==> src/rtl/adc_sequencer.sv <==
module adc_sequencer #(
  parameter int DATA_W     = 8,
  parameter int CH_W       = 5,
  parameter int DIV_W      = 3,
  parameter int CONV_TICKS = 16
) (
  input  logic              clk,
  input  logic              rst_n,
  input  logic              wr_ctl,
  input  logic              wr_div,
  input  logic [CH_W+2:0]   wdata,
  input  logic              rd_data,
  input  logic              stop,
  input  logic [DATA_W-1:0] core_result,
  output logic [CH_W+2:0]   status,
  output logic [DATA_W-1:0] result,
  output logic [CH_W-1:0]   chan_sel,
  output logic              busy,
  output logic              eoc,
  output logic              irq
);
  localparam int CNT_W = $clog2(CONV_TICKS);
  localparam logic [CNT_W-1:0] LAST = CNT_W'(CONV_TICKS - 1);

  typedef enum logic [2:0] {S_IDLE, S_WAIT, S_CONV, S_STOP, S_SETTLE} st_t;

  st_t              st_q;
  logic [DIV_W-1:0] div_q;
  logic [DIV_W:0]   pre_q;
  logic [CNT_W-1:0] cnt_q;
  logic             ien_q, cont_q, done_q, irq_q, eoc_q, pend_q;
  logic [CH_W-1:0]  chan_q;
  logic [DATA_W-1:0] data_q;
  logic             tick, finish, park, w_park;

  assign tick   = (pre_q == {div_q, 1'b1});
  assign park   = &chan_q;
  assign w_park = &wdata[CH_W-1:0];
  assign finish = (st_q == S_CONV) && tick && (cnt_q == LAST) && !stop && !wr_ctl;

  assign status   = {done_q, ien_q, cont_q, chan_q};
  assign result   = data_q;
  assign chan_sel = chan_q;
  assign busy     = (st_q == S_CONV);
  assign eoc      = eoc_q;
  assign irq      = irq_q;

  always_ff @(posedge clk or negedge rst_n) begin
    if (!rst_n) begin
      div_q <= '0;
      pre_q <= '0;
    end else if (wr_div) begin
      div_q <= wdata[DIV_W-1:0];
      pre_q <= '0;
    end else begin
      pre_q <= tick ? '0 : pre_q + 1'b1;
    end
  end

  always_ff @(posedge clk or negedge rst_n) begin
    if (!rst_n) begin
      ien_q  <= 1'b0;
      cont_q <= 1'b0;
      chan_q <= '0;
      done_q <= 1'b0;
      irq_q  <= 1'b0;
      eoc_q  <= 1'b0;
      data_q <= '0;
    end else begin
      eoc_q <= finish;
      if (finish) data_q <= core_result;
      if (wr_ctl) begin
        ien_q  <= wdata[CH_W+1];
        cont_q <= wdata[CH_W];
        chan_q <= wdata[CH_W-1:0];
      end
      if (finish && !ien_q)      done_q <= 1'b1;
      else if (wr_ctl || rd_data) done_q <= 1'b0;
      if (finish && ien_q)       irq_q <= 1'b1;
      else if (wr_ctl || rd_data) irq_q <= 1'b0;
    end
  end

  always_ff @(posedge clk or negedge rst_n) begin
    if (!rst_n) begin
      st_q   <= S_IDLE;
      cnt_q  <= '0;
      pend_q <= 1'b0;
    end else if (stop) begin
      st_q <= S_STOP;
      if (wr_ctl) pend_q <= !w_park;
      else if (st_q != S_STOP) pend_q <= 1'b0;
    end else begin
      case (st_q)
        S_STOP: begin
          st_q  <= S_SETTLE;
          cnt_q <= '0;
          if (wr_ctl) pend_q <= !w_park;
        end
        S_SETTLE: begin
          if (wr_ctl) pend_q <= !w_park;
          if (tick) begin
            if (cnt_q == LAST) begin
              st_q   <= ((pend_q || cont_q) && !park) ? S_WAIT : S_IDLE;
              pend_q <= 1'b0;
              cnt_q  <= '0;
            end else begin
              cnt_q <= cnt_q + 1'b1;
            end
          end
        end
        S_WAIT: if (tick) begin
          st_q  <= park ? S_IDLE : S_CONV;
          cnt_q <= '0;
        end
        S_CONV: if (tick) begin
          if (cnt_q == LAST) begin
            st_q  <= cont_q ? S_CONV : S_IDLE;
            cnt_q <= '0;
          end else begin
            cnt_q <= cnt_q + 1'b1;
          end
        end
        default: ;
      endcase
      if (wr_ctl && st_q != S_STOP && st_q != S_SETTLE)
        st_q <= w_park ? S_IDLE : S_WAIT;
    end
  end
endmodule


==> config.mk <==
export PLATFORM = sky130hd
export DESIGN_NAME = adc_sequencer
export DESIGN_NICKNAME = d
export VERILOG_FILES = /design/src/rtl/adc_sequencer.sv
export SDC_FILE = /design/constraint.sdc
export NUM_CORES = 1
export LEC_CHECK = 0
export ABC_AREA = 1
export CORE_MARGIN = 5
export CORE_UTILIZATION = 44
export CTS_CLUSTER_SIZE = 20
export DETAILED_ROUTE_END_ITERATION = 8
export GPL_ROUTABILITY_DRIVEN = 0
export HOLD_SLACK_MARGIN = 0.08
export PLACE_DENSITY = 0.85
export SETUP_SLACK_MARGIN = 0.15
export SLEW_MARGIN = 30
export SYNTH_ARGS = -nofsm -noshare
export SYNTH_HDL_FRONTEND = slang
export SYNTH_SLANG_ARGS = --single-unit
==> constraint.sdc <==
create_clock -name clk -period 1.2 [get_ports clk]
set_input_delay 0.3 -clock clk [delete_from_list [all_inputs] [get_ports clk]]
set_output_delay 0.3 -clock clk [all_outputs]
set_load 0.005 [all_outputs]
==> reports/results.ini <==
[status]
status = finished with violations
failed_checks = setup timing

[synth]
synth_area_um2 = 1788
synth-seq-cells = 33
syn_avg_cell_area_um2 = 8.202
synthCells = 218
yosysTopAreaCell = dfrtp_1
ys_types = 29
synth_area_leaders = dfrtp_1 (46%), nand2_1 (18%), nand3_1 (3.9%)
yosysSeqAreaShare_pct = 46.19
yosysTopAreaCellShare_pct = 46.19
syn-num-nets = 242
yosysWarningCount = 0

[clock_network]
cts_tree = built
clk_latency_ns = 0.29
cts_buffer_depth = 2
cts_root_buf = clkbuf_8
clock-sinks = 33
cts_max_level = 2
cts_buffers = 5
cts_hold_buf = 0
path_clk_slew_ns = 0.07

[worst_setup_path]
critPathMaxStageDelay_ns = 0.38
critPathSlowestCell = dfrtp_1
cp_max_fo = 4
worstPathArrival_ns = 1.66
required_ns = 1.38
critical_path_class = flop to flop
path_common_cell = nand2_2
crit_path_start_kind = flop
path_cells = inv_1 > nand2_1 > nand2_2 > nor2_4 > nand3_4 > buf_4 > o21ai_4 > nand2_4 > nand2_2 > nand2_2
crit_path_end_kind = flop

[die]
core_um2 = 3971
std_cell_rows = 23
start_util_pct = 45.02
dieArea_um2 = 5438
ios = 46
die_x_um = 73.75
die_h_um = 73.75

[placed_design]
pre_cts_ws_ns = -0.5037
dpl-instance-area_um2 = 2577
dp_hpwl_um = 3443
place_inst = 345
port_buffers = 44

[pwr]
ir_drop_uv = 856.8
power-per-cell-area_nw_per_um2 = 1543
p_leak_uw = 0.001545
power.total_uw = 4433

[timing]
fin_crit_ns = 1.489
post-route-period-util_pct = 124.0
worst_clock_skew_ns = 0.004665
rsz0062_at_grt = true
tightest_slew_ns = 0.2323
slew_violations = 0
hold_viol = 0
relSlewSlack_pct = 84.42
timing.fmax_mhz = 671.8
timing.final.ws_setup_ns = -0.2886
finalSetupTns_ns = -3.748
setup_viol = 28

[cells_and_area]
n_antenna_cell = 0
syn_to_final_growth_pct = 60.67
final-seq-area_um2 = 828.3
final_cell_count_no_fill = 369
final_cell_area_um2 = 2873
drive_gt1_share_pct = 44.83
fillers = 268
multi_input_area_um2 = 907.1
fin_nets = 343

[detailed_routing]
vias = 1810
wl_met3_um = 370
wl_met2_um = 2744
routedWlPerCell_um = 14.34
drc = 0
drt_iter0_drc = 114
wl_um = 5292
wl_met1_um = 2005
top_layer_used = met4
first_pass_iters = 4
vias_per_cell = 4.905
antenna_left = 0

[min_path]
hold_class = input pin to async pin

[global_route]
grt_antenna_before_repair = 0
grtUsageTotal_pct = 21.33
grt_pass1_wl_um = 8749
gr-total-overflow = 0
grt_pass1_vias = 1939
grt_max_degree = 34

[job]
drv_cap = 0

==> Yosys cell counts <==
| cell | instances |
|---|---|
| nor3_1 | 2 |
| nor3_2 | 1 |
| o22ai_2 | 2 |
| o21ai_0 | 7 |
| a21oi_4 | 1 |
| nand2_4 | 5 |
| nand2_2 | 2 |
| xor2_1 | 3 |
| nand3_1 | 14 |
| a31oi_1 | 1 |
| nand3_2 | 3 |
| nor3_4 | 1 |
| ha_1 | 2 |
| o31ai_1 | 1 |
| dfrtp_1 | 33 |
| inv_1 | 14 |
| xnor2_1 | 1 |
| nand2_1 | 87 |
| nand3b_1 | 3 |
| inv_2 | 11 |
| buf_4 | 8 |
| clkinv_4 | 1 |
| o21ai_4 | 1 |
| nand3_4 | 1 |
| clkbuf_1 | 1 |
| or2_2 | 1 |
| buf_6 | 1 |
| nor2_1 | 9 |
| nor2_2 | 1 |
==> power by group <==
group	internal [µW]	switching, µW
clock network	453	402
registers	1250	109
logic	1080	1140
total	2780	1650
==> layout make-up <==
| class | count | area share [%] |
|---|---|---|
| Timing Repair inverter | 1 | 0.2613 |
| Sequential cell | 33 | 28.83 |
| Clock inverter | 1 | 0.2613 |
| Multi-Input combinational cell | 150 | 31.58 |
| Timing Repair Buffer | 102 | 30.10 |
| Tap cell | 50 | 2.178 |
| Inverter | 26 | 3.920 |
| Clock buffer | 6 | 2.875 |
==> metrics by stage <==
stage / util (%) / hold WS [ns]
floorplan: - / 0.004409
global placement: 64.90 / 0.4620
detailed placement: 64.90 / 0.4654
CTS: 70.01 / 0.3861
global route: 72.34 / 0.3963
finish: 72.34 / 0.3820
==> routing by layer <==
| layer | vias up | GRT usage, % |
|---|---|---|
| met2 | 76 | 37.89 |
| li1 | 876 | - |
| met1 | 838 | 23.37 |
| met3 | 20 | 6.840 |
| met4 | 0 | 8.249 |
| met5 | - | 0 |
==> cell usage in the layout (no fill, tap or decap), drive strengths merged, types with 2 or more instances in the layout <==
cell            n
nand3          18
xor2            3
clkdlybuf4s50  18
inv            25
nand2          95
ha              2
dfrtp          33
o22ai           2
nor2           10
nor3            4
nand3b          3
buf            82
clkinvlp        2
o21ai           8
clkbuf          6
==> registers in the layout, summed over array words and instances (netlist names) <==
register and cells:
st_q 3, pre_q 4, ien_q 1, irq 1
chan_sel 5, cont_q 1, eoc 1, div_q 3
result 8, done_q 1, cnt_q 4, pend_q 1
==> cells by family after synthesis <==
| family | after synthesis | share of synthesized area, % |
|---|---|---|
| compound gates | 13 | 5.949 |
| xor+xnor | 4 | 1.960 |
| fa+ha+maj | 2 | 1.399 |
| buf+inv | 36 | 9.937 |
| flops | 33 | 46.19 |
| simple gates | 130 | 34.57 |
==> worst max-delay path: cells and delay by family, from the launching register on <==
family | cells | cell delay, ns
AO/OA/AOI/OAI | 1 | 0.09
buffers and inverters | 2 | 0.21
flip-flops | 1 | 0.38
AND/OR/NAND/NOR | 7 | 0.68
==> worst paths after layout <==
check | endpoint | slack [ns] | from | cells after the start
min in group clk | result[5] | 0.49 | result[5] | 2
min reg2reg | result[5] | 0.49 | result[5] | 2
max reg2reg | st_q[1] | -0.29 | pre_q[1] | 10
min | div_q[1] | 0.38 | rst_n | 2
max | st_q[1] | -0.29 | pre_q[1] | 10
max in group asynchronous | st_q[1] | 0.62 | rst_n | 2
==> timing repair <==
| action | CTS | global route |
|---|---|---|
| buffers inserted | 10 | 5 |
| pin swaps | 5 | 7 |
| gates resized for setup | 130 | 14 |
| gates cloned | 2 | 0 |
| endpoints found under the setup margin | 46 | 46 |
(Power assumes the default switching activity.)
